### src/rtl/jdp_pkg.sv
package jdp_pkg;

    typedef enum logic [3:0] {
        TAP_RESET,  TAP_IDLE,
        TAP_SEL_DR, TAP_CAP_DR, TAP_SH_DR, TAP_EX1_DR, TAP_PA_DR, TAP_EX2_DR, TAP_UP_DR,
        TAP_SEL_IR, TAP_CAP_IR, TAP_SH_IR, TAP_EX1_IR, TAP_PA_IR, TAP_EX2_IR, TAP_UP_IR
    } tap_state_e;

    localparam int IR_W       = 4;
    localparam int ACK_W      = 3;
    localparam int ADDR_W     = 2;
    localparam int STICKY_BIT = 5;

    localparam logic [IR_W-1:0] IR_CAPTURE = 4'b0001;
    localparam logic [IR_W-1:0] OP_DPACC   = 4'hA;
    localparam logic [IR_W-1:0] OP_APACC   = 4'hB;
    localparam logic [IR_W-1:0] OP_IDCODE  = 4'hE;
    localparam logic [IR_W-1:0] OP_BYPASS  = 4'hF;

    localparam logic [ACK_W-1:0] ACK_OK   = 3'b010;
    localparam logic [ACK_W-1:0] ACK_WAIT = 3'b001;

endpackage

### src/rtl/jdp_tap_fsm.sv
module jdp_tap_fsm
    import jdp_pkg::*;
(
    input  logic       tck,
    input  logic       trst_n,
    input  logic       tms,
    output tap_state_e state_o
);

    tap_state_e state_d, state_q;

    always_comb begin
        state_d = state_q;
        unique case (state_q)
            TAP_RESET:  state_d = tms ? TAP_RESET  : TAP_IDLE;
            TAP_IDLE:   state_d = tms ? TAP_SEL_DR : TAP_IDLE;
            TAP_SEL_DR: state_d = tms ? TAP_SEL_IR : TAP_CAP_DR;
            TAP_CAP_DR: state_d = tms ? TAP_EX1_DR : TAP_SH_DR;
            TAP_SH_DR:  state_d = tms ? TAP_EX1_DR : TAP_SH_DR;
            TAP_EX1_DR: state_d = tms ? TAP_UP_DR  : TAP_PA_DR;
            TAP_PA_DR:  state_d = tms ? TAP_EX2_DR : TAP_PA_DR;
            TAP_EX2_DR: state_d = tms ? TAP_UP_DR  : TAP_SH_DR;
            TAP_UP_DR:  state_d = tms ? TAP_SEL_DR : TAP_IDLE;
            TAP_SEL_IR: state_d = tms ? TAP_RESET  : TAP_CAP_IR;
            TAP_CAP_IR: state_d = tms ? TAP_EX1_IR : TAP_SH_IR;
            TAP_SH_IR:  state_d = tms ? TAP_EX1_IR : TAP_SH_IR;
            TAP_EX1_IR: state_d = tms ? TAP_UP_IR  : TAP_PA_IR;
            TAP_PA_IR:  state_d = tms ? TAP_EX2_IR : TAP_PA_IR;
            TAP_EX2_IR: state_d = tms ? TAP_UP_IR  : TAP_SH_IR;
            TAP_UP_IR:  state_d = tms ? TAP_SEL_DR : TAP_IDLE;
            default:    state_d = TAP_RESET;
        endcase
    end

    always_ff @(posedge tck or negedge trst_n) begin
        if (!trst_n) state_q <= TAP_RESET;
        else         state_q <= state_d;
    end

    assign state_o = state_q;

endmodule

### src/rtl/jdp_scan_path.sv
module jdp_scan_path
    import jdp_pkg::*;
#(
    parameter int              DATA_W = 32,
    parameter int              ID_W   = 32,
    parameter logic [ID_W-1:0] IDCODE = 32'h2C6A_90B3
) (
    input  logic                    tck,
    input  logic                    trst_n,
    input  tap_state_e              state_i,
    input  logic                    tdi,
    output logic                    tdo,
    input  logic [ACK_W-1:0]        cap_ack_i,
    input  logic [DATA_W-1:0]       cap_data_i,
    output logic                    acc_cap_o,
    output logic                    acc_upd_o,
    output logic                    is_ap_o,
    output logic [DATA_W+ACK_W-1:0] scan_o
);

    localparam int ACC_W = DATA_W + ACK_W;
    localparam int PAD_W = ACC_W - ID_W;

    typedef struct packed {
        logic [IR_W-1:0]  ir;
        logic [IR_W-1:0]  ir_sr;
        logic [ACC_W-1:0] sr;
    } scan_t;

    scan_t s_d, s_q;
    logic  acc_sel, id_sel;

    always_comb begin
        acc_sel = 1'b0;
        id_sel  = 1'b0;
        case (s_q.ir)
            OP_DPACC, OP_APACC: acc_sel = 1'b1;
            OP_IDCODE:          id_sel  = 1'b1;
            OP_BYPASS:          ;
            default:            ;
        endcase
    end

    always_comb begin
        s_d = s_q;
        unique case (state_i)
            TAP_RESET:  s_d.ir    = OP_IDCODE;
            TAP_CAP_IR: s_d.ir_sr = IR_CAPTURE;
            TAP_SH_IR:  s_d.ir_sr = {tdi, s_q.ir_sr[IR_W-1:1]};
            TAP_UP_IR:  s_d.ir    = s_q.ir_sr;
            TAP_CAP_DR: begin
                if (acc_sel)     s_d.sr = {cap_data_i, cap_ack_i};
                else if (id_sel) s_d.sr = {{PAD_W{1'b0}}, IDCODE};
                else             s_d.sr = '0;
            end
            TAP_SH_DR: begin
                if (acc_sel)     s_d.sr = {tdi, s_q.sr[ACC_W-1:1]};
                else if (id_sel) s_d.sr = {{PAD_W{1'b0}}, tdi, s_q.sr[ID_W-1:1]};
                else             s_d.sr = {{(ACC_W-1){1'b0}}, tdi};
            end
            default: ;
        endcase
    end

    always_ff @(posedge tck or negedge trst_n) begin
        if (!trst_n) s_q <= '{ir: OP_IDCODE, ir_sr: '0, sr: '0};
        else         s_q <= s_d;
    end

    assign acc_cap_o = (state_i == TAP_CAP_DR) && acc_sel;
    assign acc_upd_o = (state_i == TAP_UP_DR) && acc_sel;
    assign is_ap_o   = (s_q.ir == OP_APACC);
    assign scan_o    = s_q.sr;
    assign tdo       = (state_i == TAP_SH_DR) ? s_q.sr[0] :
                       (state_i == TAP_SH_IR) ? s_q.ir_sr[0] : 1'b0;

    AST_IR_CAPTURE_VALUE: assert property (@(posedge tck) disable iff (!trst_n)
        (state_i == TAP_CAP_IR) |=> (s_q.ir_sr == IR_CAPTURE));
    AST_RESET_PICKS_ID: assert property (@(posedge tck) disable iff (!trst_n)
        (state_i == TAP_RESET) |=> (!is_ap_o && !acc_cap_o && !acc_upd_o));

endmodule

### src/rtl/jdp_dp_core.sv
module jdp_dp_core
    import jdp_pkg::*;
#(
    parameter int DATA_W  = 32,
    parameter int APSEL_W = 8,
    parameter int BANK_W  = 4
) (
    input  logic                       tck,
    input  logic                       trst_n,
    input  logic                       cap_i,
    input  logic                       upd_i,
    input  logic                       is_ap_i,
    input  logic                       rnw_i,
    input  logic [ADDR_W-1:0]          a_i,
    input  logic [DATA_W-1:0]          wdata_i,
    output logic [ACK_W-1:0]           ack_o,
    output logic [DATA_W-1:0]          rdbuf_o,
    output logic                       ap_req,
    output logic                       ap_wr,
    output logic [APSEL_W-1:0]         ap_sel,
    output logic [BANK_W+ADDR_W+1:0]   ap_addr,
    output logic [DATA_W-1:0]          ap_wdata,
    input  logic                       ap_ack,
    input  logic [DATA_W-1:0]          ap_rdata,
    input  logic                       ap_err,
    output logic                       sys_pwr_req,
    input  logic                       sys_pwr_ack,
    output logic                       dbg_pwr_req,
    input  logic                       dbg_pwr_ack
);

    localparam int AP_ADDR_W = BANK_W + ADDR_W + 2;

    typedef struct packed {
        logic [APSEL_W-1:0]   apsel;
        logic [BANK_W-1:0]    apbank;
        logic [BANK_W-1:0]    dpbank;
        logic                 sys_req;
        logic                 dbg_req;
        logic                 sticky;
        logic [DATA_W-1:0]    rbuf;
        logic                 stalled;
        logic                 busy;
        logic                 pend_rd;
        logic                 wr;
        logic [APSEL_W-1:0]   tsel;
        logic [AP_ADDR_W-1:0] taddr;
        logic [DATA_W-1:0]    twdata;
    } dp_t;

    dp_t               s_d, s_q;
    logic [DATA_W-1:0] ctrl_w, sel_w;

    always_comb begin
        ctrl_w             = '0;
        ctrl_w[DATA_W-1]   = sys_pwr_ack;
        ctrl_w[DATA_W-2]   = s_q.sys_req;
        ctrl_w[DATA_W-3]   = dbg_pwr_ack;
        ctrl_w[DATA_W-4]   = s_q.dbg_req;
        ctrl_w[STICKY_BIT] = s_q.sticky;
        sel_w                           = '0;
        sel_w[DATA_W-1 -: APSEL_W]      = s_q.apsel;
        sel_w[2*BANK_W-1 -: BANK_W]     = s_q.apbank;
        sel_w[BANK_W-1:0]               = s_q.dpbank;
    end

    always_comb begin
        s_d = s_q;
        if (s_q.busy && ap_ack) begin
            s_d.busy = 1'b0;
            if (ap_err)           s_d.sticky = 1'b1;
            else if (s_q.pend_rd) s_d.rbuf   = ap_rdata;
        end
        if (cap_i) s_d.stalled = s_q.busy;
        if (upd_i && !s_q.stalled) begin
            if (is_ap_i) begin
                if (!s_q.sticky) begin
                    s_d.busy    = 1'b1;
                    s_d.pend_rd = rnw_i;
                    s_d.wr      = !rnw_i;
                    s_d.tsel    = s_q.apsel;
                    s_d.taddr   = {s_q.apbank, a_i, 2'b00};
                    s_d.twdata  = wdata_i;
                end
            end else begin
                case (a_i)
                    2'd0: if (rnw_i) s_d.rbuf = '0;
                    2'd1: begin
                        if (s_q.dpbank != '0) begin
                            if (rnw_i) s_d.rbuf = '0;
                        end else if (rnw_i) begin
                            s_d.rbuf = ctrl_w;
                        end else begin
                            s_d.sys_req = wdata_i[DATA_W-2];
                            s_d.dbg_req = wdata_i[DATA_W-4];
                            if (wdata_i[STICKY_BIT]) s_d.sticky = 1'b0;
                        end
                    end
                    2'd2: begin
                        if (rnw_i) begin
                            s_d.rbuf = sel_w;
                        end else begin
                            s_d.apsel  = wdata_i[DATA_W-1 -: APSEL_W];
                            s_d.apbank = wdata_i[2*BANK_W-1 -: BANK_W];
                            s_d.dpbank = wdata_i[BANK_W-1:0];
                        end
                    end
                    default: ;
                endcase
            end
        end
    end

    always_ff @(posedge tck or negedge trst_n) begin
        if (!trst_n) s_q <= '0;
        else         s_q <= s_d;
    end

    assign ack_o       = s_q.busy ? ACK_WAIT : ACK_OK;
    assign rdbuf_o     = s_q.rbuf;
    assign ap_req      = s_q.busy;
    assign ap_wr       = s_q.wr;
    assign ap_sel      = s_q.tsel;
    assign ap_addr     = s_q.taddr;
    assign ap_wdata    = s_q.twdata;
    assign sys_pwr_req = s_q.sys_req;
    assign dbg_pwr_req = s_q.dbg_req;

    AST_REQ_HELD_STABLE: assert property (@(posedge tck) disable iff (!trst_n)
        (ap_req && !ap_ack) |=> (ap_req && $stable(ap_addr) && $stable(ap_sel) && $stable(ap_wdata)));
    AST_REQ_DROPS_ON_ACK: assert property (@(posedge tck) disable iff (!trst_n)
        (ap_req && ap_ack) |=> !ap_req);
    AST_STICKY_BLOCKS_BUS: assert property (@(posedge tck) disable iff (!trst_n)
        (s_q.sticky && !ap_req) |=> !ap_req);

endmodule

### src/rtl/jtag_dp_engine.sv
module jtag_dp_engine
    import jdp_pkg::*;
#(
    parameter int        DATA_W  = 32,
    parameter int        APSEL_W = 8,
    parameter int        BANK_W  = 4,
    parameter logic [31:0] IDCODE = 32'h2C6A_90B3
) (
    input  logic                     tck,
    input  logic                     trst_n,
    input  logic                     tms,
    input  logic                     tdi,
    output logic                     tdo,
    output logic                     ap_req,
    output logic                     ap_wr,
    output logic [APSEL_W-1:0]       ap_sel,
    output logic [BANK_W+ADDR_W+1:0] ap_addr,
    output logic [DATA_W-1:0]        ap_wdata,
    input  logic                     ap_ack,
    input  logic [DATA_W-1:0]        ap_rdata,
    input  logic                     ap_err,
    output logic                     sys_pwr_req,
    input  logic                     sys_pwr_ack,
    output logic                     dbg_pwr_req,
    input  logic                     dbg_pwr_ack
);

    localparam int ACC_W = DATA_W + ACK_W;

    tap_state_e         tap_state;
    logic [ACK_W-1:0]   cap_ack;
    logic [DATA_W-1:0]  cap_data;
    logic               acc_cap, acc_upd, is_ap;
    logic [ACC_W-1:0]   scan;

    jdp_tap_fsm u_fsm (
        .tck     (tck),
        .trst_n  (trst_n),
        .tms     (tms),
        .state_o (tap_state)
    );

    jdp_scan_path #(.DATA_W(DATA_W), .ID_W(32), .IDCODE(IDCODE)) u_scan (
        .tck        (tck),
        .trst_n     (trst_n),
        .state_i    (tap_state),
        .tdi        (tdi),
        .tdo        (tdo),
        .cap_ack_i  (cap_ack),
        .cap_data_i (cap_data),
        .acc_cap_o  (acc_cap),
        .acc_upd_o  (acc_upd),
        .is_ap_o    (is_ap),
        .scan_o     (scan)
    );

    jdp_dp_core #(.DATA_W(DATA_W), .APSEL_W(APSEL_W), .BANK_W(BANK_W)) u_dp (
        .tck         (tck),
        .trst_n      (trst_n),
        .cap_i       (acc_cap),
        .upd_i       (acc_upd),
        .is_ap_i     (is_ap),
        .rnw_i       (scan[0]),
        .a_i         (scan[ADDR_W:1]),
        .wdata_i     (scan[ACC_W-1:ACK_W]),
        .ack_o       (cap_ack),
        .rdbuf_o     (cap_data),
        .ap_req      (ap_req),
        .ap_wr       (ap_wr),
        .ap_sel      (ap_sel),
        .ap_addr     (ap_addr),
        .ap_wdata    (ap_wdata),
        .ap_ack      (ap_ack),
        .ap_rdata    (ap_rdata),
        .ap_err      (ap_err),
        .sys_pwr_req (sys_pwr_req),
        .sys_pwr_ack (sys_pwr_ack),
        .dbg_pwr_req (dbg_pwr_req),
        .dbg_pwr_ack (dbg_pwr_ack)
    );

    AST_WAIT_WHILE_OPEN: assert property (@(posedge tck) disable iff (!trst_n)
        (acc_cap && ap_req) |=> (scan[ACK_W-1:0] == ACK_WAIT));
    AST_OK_WHEN_IDLE: assert property (@(posedge tck) disable iff (!trst_n)
        (acc_cap && !ap_req) |=> (scan[ACK_W-1:0] == ACK_OK));

endmodule

### config.mk
export PLATFORM = sky130hd
export DESIGN_NAME = jtag_dp_engine
export DESIGN_NICKNAME = d
export VERILOG_FILES = /design/src/rtl/jdp_pkg.sv /design/src/rtl/jdp_tap_fsm.sv /design/src/rtl/jdp_scan_path.sv /design/src/rtl/jdp_dp_core.sv /design/src/rtl/jtag_dp_engine.sv
export SDC_FILE = /design/constraint.sdc
export NUM_CORES = 1
export LEC_CHECK = 0
export BUFFER_PORTS_ARGS = -buffer_cell sky130_fd_sc_hd__clkbuf_2
export CORE_MARGIN = 4
export CORE_UTILIZATION = 50
export DETAILED_ROUTE_END_ITERATION = 8
export PLACE_DENSITY = 0.71
export SYNTH_ARGS = -nofsm -noshare
export SYNTH_HDL_FRONTEND = slang
export SYNTH_SLANG_ARGS = --single-unit
### constraint.sdc
create_clock -name tck -period 2.75 [get_ports tck]
set_clock_uncertainty 0.2 [all_clocks]
set_input_delay 0.1375 -clock tck [delete_from_list [all_inputs] [get_ports tck]]
set_output_delay 0.1375 -clock tck [all_outputs]
set_load 0.02 [all_outputs]
==> impl_metrics.toml, run 1 <==
[critical_path]
r2r-end = "u_dp.rdbuf_o[31]"
crit_required_ns = 2.90
startpoint_type = "flop"
r2r_start = "u_fsm.state_o[3]"
critPathCaptureType = "flop"
path_max_fanout = 20
rr_worst_depth = 7
r2r_slack_ns = 0.10
worstPathArrival_ns = 2.80
path_class = "flop to flop"

[drt]
drc = 0
wl_per_cell_um = 19.1
routed_via_density = 5.63
first_pass_iters = 6
postRouteAntennaNets = 0
vias = 4750
drt_iter0_markers = 522
wl_mm = 16.1

[synthesis]
synth.top_cell.area_share_pct = 53.3
synth.top_cells.by_area = "dfrtp_1 53%, mux2_2 11%, mux2i_1 5.9%"
synth_area_um2 = 6810
netlist_instances = 569
yosysSeqAreaShare_pct = 54.5
synth_ff_type = "dfrtp_1"
synth_seq_cells = 148
yosys_warnings = 0
avgSynthCellArea_um2 = 12.0
async_reset_ff_share_pct = 100
synth_edf_count = 0
synth_top_area_cell = "dfrtp_1"
synth_cell_types = 51

[cells_and_area]
mostFrequentLayoutCells = "145 x dfrtp_1, 89 x clkbuf_2, 67 x mux2_2"
final_common_cell = "dfrtp_1"
nFillCells = 1033
nNetsFinal = 695
multiInputGateArea_um2 = 2530
diodes = 0
drive_above_1_share_pct = 34.3
area_growth_pct = 18.6
regArea_um2 = 3710
final_cell_area_um2 = 8070

[sta]
setup_tns_ns = 0
clock.fmax_mhz = 378
rsz0062_at_grt = "false"
slew_violations = 0
hold_violations = 0
fin_ws_ns = 0.104
min_period_ns = 2.65
relSlewSlack_pct = 64.0
fin_crit_sh_pct = 96.2
tightest_slew_ns = 0.537
finalSetupViolCount = 0

[global_route]
grt_pass1_vias = 5018
gr-total-overflow = 0
grt_max_degree = 67
antenna_found_initial = 0
grt_first_pass_wirelength_mm = 26.7
groute.usage.overall_pct = 21.5

[place]
post-place-ws_ns = 0.332
io_buffers = 90
dp_hpwl_mm = 10.6
dpl_cell_area_um2 = 7100
gp_congestion = 0.822

[cts]
numCtsBuffers = 17
cts_num_sinks = 148
h-tree-depth = 4
clkSlewWorstSetupHoldPaths_ns = 0.06
root_buffer = "clkbuf_16"
worstSkewPairLatency_ns = 0.42
clockBufferDepth = 2
cts_tree = "built"

[power_and_ir_drop]
vdd_ir_drop_max_mv = 0.425
leakage_nw = 4.21
fin_total_pwr_mw = 7.09
p_per_area_nw_per_um2 = 878

[floorplanning]
die_w_um = 125
die_area_um2 = 15500
coreArea_um2 = 13300
rows = 42
initial_core_util_pct = 51.2
boundaryPins = 93
die_h_um = 125

[min_path]
hold_path.class = "input port to asynchronous set/reset pin"

[job]
max-cap-violations = 0

[status]
outcome = "completed"
## registers in the layout, summed over array words and instances, names as in the netlist
signal	flops
u_dp.ap_req	1
u_fsm.state_o	4
u_dp.ctrl_w	1
u_dp.sys_pwr_req	1
u_dp.ap_sel	8
u_dp.s_q	18
u_dp.ap_addr	6
u_scan.s_q	8
u_scan.scan_o	35
u_dp.dbg_pwr_req	1
u_dp.ap_wr	1
u_dp.rdbuf_o	32
u_dp.ap_wdata	32
## worst max path at each step
stage                     start                end  slack [ns]  depth (start not counted)
6_report       u_fsm.state_o[3]   u_dp.rdbuf_o[31]        0.10                          7
5_1_grt        u_fsm.state_o[3]   u_dp.rdbuf_o[31]        0.01                          7
4_1_cts          u_scan.s_q[40]   u_dp.rdbuf_o[31]        0.12                          6
3_5_place_dp   u_scan.scan_o[2]   u_dp.dbg_pwr_req        0.33                          4
3_3_place_gp   u_scan.scan_o[2]   u_dp.sys_pwr_req        0.37                          4
2_1_floorplan  u_fsm.state_o[0]  u_scan.scan_o[11]        0.69                          8
## layer usage
metal / GRT usage (%) / vias to the layer above / wire, um
met5: 0 / - / 0
li1: - / 2166 / -
met3: 5.57 / 32 / 942
met2: 35.7 / 177 / 7980
met4: 8.12 / 0 / 392
met1: 27.1 / 2375 / 6770
## synth_stat cells (all sizes together), types with 2 or more instances
library cell  number
nand3              3
nor3b              2
nor2              60
nand2             34
nand2b             2
buf               74
mux2              67
a22oi              8
o22ai             17
mux2i             40
a21oi              6
nor3               3
and3               2
a32oi              2
o21ai             29
o2bb2ai           11
dfstp              3
inv                4
nand4b             2
clkbuf            11
a31oi              3
or4b               2
o31ai              2
and4               2
a221oi            17
dfrtp            145
nor2b              2
## cells by family (layout without fill, tap and decap cells)
group | Yosys count | count (layout) | synth area share [%]
other | 1 | 2 | 0.0551
multiplexers | 107 | 107 | 17.0
flip-flops | 148 | 148 | 54.5
AND/OR/NAND/NOR | 121 | 121 | 8.37
XOR/XNOR | 1 | 1 | 0.129
buffers and inverters | 89 | 187 | 8.59
AO/OA/AOI/OAI | 102 | 102 | 11.4
## worst max-delay path: stages, from the launching register on
cell,delay (ns)
dfrtp_1,0.35
buf_4,0.25
nor2b_1,0.27
and3_1,0.25
and4_1,0.24
buf_6,0.22
mux2i_1,0.21
dlygate4sd3_1,0.58
## stage by stage
step / hold WS (ns) / instances / utilization (%)
6_report: 0.0327 / 844 / 60.7
5_1_grt: 0.0715 / 844 / 60.7
4_1_cts: 0.0361 / 844 / 60.7
3_5_place_dp: -0.0935 / 773 / 53.4
3_3_place_gp: -0.0905 / 773 / 53.4
2_1_floorplan: -0.358 / 570 / -
## area by class of cell
type	count	area share, %
sequential	148	45.9
multi-input combinational	333	31.3
timing repair buffer	151	12.7
clock buffer	20	5.41
tap	176	2.73
clock inverter	12	1.71
inverter	4	0.186
## what timing repair did
action | 4_1_cts | 5_1_grt
resized for setup | 0 | 2
hold buffers | 39 | 0
endpoints found under the setup margin | 0 | 2
hold endpoints to repair | 188 | 0
buffers inserted | 0 | 0
## where the power goes
part	internal [mW]	switching [mW]	total [mW]	leakage (nW)
registers	2.52	0.377	2.90	1.98
clock network	1.41	0.851	2.26	0.287
logic	0.751	1.17	1.93	1.94
Note: power is estimated with default switching activity, not from simulation.
==> run 2: changes to the inputs <==
Settings changed: CORE_ASPECT_RATIO set to 0.9.
Clock period 2.75 ns to 3 ns, I/O delays scaled along.
==> run 2 against run 1 <==
Sequential cell count unchanged. Total power decreased by 10%. Design area decreased by 0.62%. Register-to-register slack improved by 0.08 ns. Maximum frequency decreased by 6.0%. Setup slack improved by 0.080 ns. Cell count decreased by 1.1%. Die area about the same. Hold slack improved by 0.063 ns. Non-clock buffer count unchanged. Clock-buffer cell count increased by 6. Combinational power decreased by 11%.
==> impl_metrics.toml, run 2 (synthesis results as in run 1) <==
[status]
outcome = "completed"

[sta]
setup_tns_ns = 0
clock.fmax_mhz = 355
fin_crit_sh_pct = 93.9
relSlewSlack_pct = 32.0
tightest_slew_ns = 1.01
fin_ws_ns = 0.183
finalSetupViolCount = 0
rsz0062_at_grt = "false"
slew_violations = 0
hold_violations = 0
min_period_ns = 2.82

[cells_and_area]
final_common_cell = "dfrtp_1"
drive_above_1_share_pct = 33.6
largest_reg_flops = 35
area_growth_pct = 17.9
final_util_pct = 60.0
mostFrequentLayoutCells = "145 x dfrtp_1, 89 x clkbuf_2, 67 x mux2_2"
diodes = 0
nNetsFinal = 695
final_cells = 835

[floorplanning]
boundaryPins = 93
coreArea_um2 = 13400
die_h_um = 119
die_area_um2 = 15500
die_w_um = 131
initial_core_util_pct = 50.9
rows = 40

[power_and_ir_drop]
vdd_ir_drop_max_mv = 0.461
fin_total_pwr_mw = 6.36
leakage_nw = 4.19
p_per_area_nw_per_um2 = 793

[cts]
worstSkewPairLatency_ns = 0.42
root_buffer = "clkbuf_16"
numCtsBuffers = 17
post_cts_buffers = 0
h-tree-depth = 4
cts_num_sinks = 148
clockBufferDepth = 2
clkSlewWorstSetupHoldPaths_ns = 0.06
cts_tree = "built"

[critical_path]
worstPathArrival_ns = 2.97
path_max_fanout = 19
r2r_start = "u_scan.s_q[40]"
crit_required_ns = 3.15
startpoint_type = "flop"
r2r_slack_ns = 0.18
crit_path_start = "u_scan.s_q[40]"
critPathCaptureType = "flop"
path_class = "flop to flop"

[place]
io_buffers = 90
gp_congestion = 0.811
placed_cells = 765
dp_hpwl_mm = 10.4
post-place-ws_ns = 0.640

[job]
max-cap-violations = 0

[drt]
postRouteAntennaNets = 0
routed_via_density = 5.69
wl_mm = 15.8
drt_iter0_markers = 297
wl_per_cell_um = 19.0
drc = 0
vias = 4747
first_pass_iters = 5

[global_route]
grt_first_pass_wirelength_mm = 25.4
gr-total-overflow = 0
grt_max_degree = 75
antenna_found_initial = 0
groute.usage.overall_pct = 21.2
grt_pass1_vias = 4794

[min_path]
hold_path.class = "input port to asynchronous set/reset pin"
run 2: power breakdown:
group	total (mW)	switching [mW]	internal [mW]	leakage, nW
logic	1.72	1.04	0.683	1.94
registers	2.67	0.355	2.31	1.98
clock network	1.97	0.775	1.20	0.268
run 2: timing repair:
action,4_1_cts,5_1_grt
gates resized for setup,0,0
endpoints found under the setup margin,0,0
hold buffers,39,0
endpoints found under the hold margin,112,0
run 2: path summary, 6_finish.rpt:
check,endpoint,cells after the start
worst max-delay path,u_dp.rdbuf_o[31],6
worst min-delay path,u_dp.ap_wdata[24],2
worst max register to register,u_dp.rdbuf_o[31],6
max in group asynchronous,u_scan.s_q[42],3
worst min register to register,u_dp.ap_wdata[25],1
min in group tck,u_dp.ap_wdata[25],1
run 2: per-layer routing:
layer | wire, um | track usage [%] | vias up
met5 | 0 | 0 | -
met4 | 290 | 7.01 | 0
met3 | 779 | 4.65 | 27
met2 | 7880 | 33.6 | 151
met1 | 6880 | 28.7 | 2413
li1 | - | - | 2156
run 2: through the flow:
stage / area (um^2) / hold WS [ns]
floorplan: 6810 / -0.346
global placement: 7090 / 0.00899
detailed placement: 7090 / 0.0179
CTS: 8020 / 0.135
global route: 8020 / 0.179
finish: 8020 / 0.0958
run 2: cell type report:
cell class	count	area, um^2
fillers	1044	5340
flip-flops and latches	148	3710
clock inverters	5	50.0
inverters	4	15.0
clock buffers	26	489
multi-input cells	333	2520
repair buffers	151	1020
well taps	168	210
run 2: worst max-delay path, cell delays in order, from the launching register on:
cell	delay, ns
dfstp_2	0.58
and3b_1	0.31
and3_1	0.29
and4_1	0.24
buf_4	0.29
mux2i_1	0.25
dlygate4sd3_1	0.58
==> run 3: changes to the inputs <==
Settings changed: CORE_ASPECT_RATIO 0.9 to 1.25, PLACE_DENSITY 0.71 to 0.7, SYNTH_HIERARCHICAL set to 1.
==> run 3 against run 2 <==
Clock power up 6%. Global-route usage down 1.6 points. Die area up 8.6%. Via count up 2.2%. Utilization down 3.6 points. Clock-buffer cell count down 8. Total power up 0.64%. Wire length up 0.66%. Setup slack better by 0.074 ns. Highest routed layer unchanged.
==> impl_metrics.toml, run 3 <==
[cts]
cts_num_sinks = 148
root_buffer = "clkbuf_16"
post_cts_buffers = 0
clockBufferDepth = 2
cts_tree = "built"
clkSlewWorstSetupHoldPaths_ns = 0.06
worstSkewPairLatency_ns = 0.41
numCtsBuffers = 17
h-tree-depth = 4

[power_and_ir_drop]
p_per_area_nw_per_um2 = 785
leakage_nw = 3.85
vdd_ir_drop_max_mv = 0.479

[cells_and_area]
area_growth_pct = 9.96
largest_reg_flops = 35
mostFrequentLayoutCells = "145 x dfrtp_1, 89 x clkbuf_2, 76 x nand2_1"
diodes = 0
nNetsFinal = 713
final_common_cell = "dfrtp_1"
drive_above_1_share_pct = 32.7

[sta]
fin_crit_sh_pct = 91.4
min_period_ns = 2.74
slew_violations = 0
setup_tns_ns = 0
hold_slack_ns = 0.0663
finalSetupViolCount = 0
clock.fmax_mhz = 365
tightest_slew_ns = 0.782
relSlewSlack_pct = 47.6
hold_violations = 0
rsz0062_at_grt = "false"

[synthesis]
yosys_warnings = 6
avgSynthCellArea_um2 = 11.2
synth_top_area_cell = "dfrtp_1"
yosysSeqAreaShare_pct = 49.9
synth_cell_types = 60
netlist_instances = 660
synth_seq_cells = 148
synth_area_um2 = 7420
async_reset_ff_share_pct = 100
yosys-top-cells-count = "145 x dfrtp_1, 127 x buf_4, 76 x nand2_1"
synth.top_cell.area_share_pct = 48.9
synth_most_common_cell = "dfrtp_1"
synth_ff_type = "dfrtp_1"
synth_edf_count = 0
synth.top_cells.by_area = "dfrtp_1 49%, buf_4 13%, mux2_2 8.6%"

[place]
io_buffers = 90
gp_congestion = 0.798
dp_hpwl_mm = 10.6

[critical_path]
worstPathArrival_ns = 2.89
crit_path_start = "u_scan/s_q[40]"
startpoint_type = "flop"
path_class = "flop to flop"
max_stage_delay_ns = 0.58
crit_required_ns = 3.15
path_cells = "nand3b_1, nor3_2, nand4bb_1, a21oi_4, mux2i_1, dlygate4sd3_1"
critPathCaptureType = "flop"
slowest_stage = "dfstp_2"
r2r_start = "u_scan/s_q[40]"
path_max_fanout = 7

[global_route]
antenna_found_initial = 0
grt_pass1_vias = 4915
groute.usage.overall_pct = 19.6
gr-total-overflow = 0
grt_first_pass_wirelength_mm = 25.6
grt_max_degree = 66

[floorplanning]
rows = 49
boundaryPins = 93
die_area_um2 = 16900
initial_core_util_pct = 51.3
coreArea_um2 = 14500
die_h_um = 144
die_w_um = 117

[drt]
wl_per_cell_um = 18.5
first_pass_iters = 4
drt_iter0_markers = 317
wl_mm = 15.9
drc = 0
vias = 4850
routed_via_density = 5.61
postRouteAntennaNets = 0

[job]
max-cap-violations = 0

[min_path]
hold_path.class = "input port to asynchronous set/reset pin"

[status]
outcome = "completed"
run 3: critical path, delay by kind of cell (launching register included):
kind	cells	cell delay, ns
AND/OR/NAND/NOR	3	0.78
flip-flops	1	0.58
buffers and inverters	1	0.57
AO/OA/AOI/OAI	1	0.32
multiplexers	1	0.24
run 3: area by class of cell:
type,instances,area [um^2]
Fill cell,1175,6300
Sequential cell,148,3710
Multi-Input combinational cell,351,2590
Timing Repair Buffer,147,1020
Clock buffer,18,439
Tap cell,178,223
Clock inverter,14,151
Inverter,8,30.0
run 3: what timing repair did:
action / in CTS / in global routing
hold buffers: 39 / 0
endpoints found under the setup margin: 0 / 2
gates resized for setup: 0 / 2
endpoints found under the hold margin: 155 / 0
run 3: final timing paths:
path | to | slack (ns) | cells after the start
max | u_dp/rdbuf_o[29] | 0.26 | 6
max reg2reg | u_dp/rdbuf_o[29] | 0.26 | 6
min reg2reg | u_dp/ap_wdata[6] | 0.31 | 1
min in group tck | u_dp/ap_wdata[6] | 0.31 | 1
min | u_dp/ap_addr[5] | 0.07 | 2
max in group asynchronous | u_scan/s_q[40] | 1.69 | 3
run 3: power by group:
group | internal [mW] | total (mW) | switching (mW)
sequential | 2.25 | 2.60 | 0.349
clock | 1.26 | 2.09 | 0.831
combinational | 0.670 | 1.72 | 1.05
total | 4.18 | 6.40 | 2.23
run 3: cells by family (layout without fill, tap and decap cells):
family          after synthesis  in the layout  synth area share [%]
mux                          92             92                  14.0
flops                       148            148                  49.9
simple gates                124            124                  8.68
buf+inv                     163            187                  15.4
compound gates              132            132                  11.9
other cells                   1              3                0.0505
run 3: stage by stage:
stage               power [mW]  std cells  utilization (%)  worst slack [ns]  area (um^2)
finish                    6.40        864             56.4             0.257         8160
global route              6.73        864             56.4            0.0759         8160
CTS                       6.41        864             56.3             0.195         8150
detailed placement        4.25        793             49.6             0.371         7170
global placement          4.17        793             49.6             0.466         7170
floorplan                 3.99        662                -             0.735         7430
run 3: per-layer routing:
metal	vias up	part of all wire (%)	routed length, um	track usage, %
met5	-	0	0	0
met2	132	50	7900	31.1
met3	17	4.3	682	4.02
li1	2238	-	-	-
met1	2463	45	7190	26.9
met4	0	1.0	166	6.40
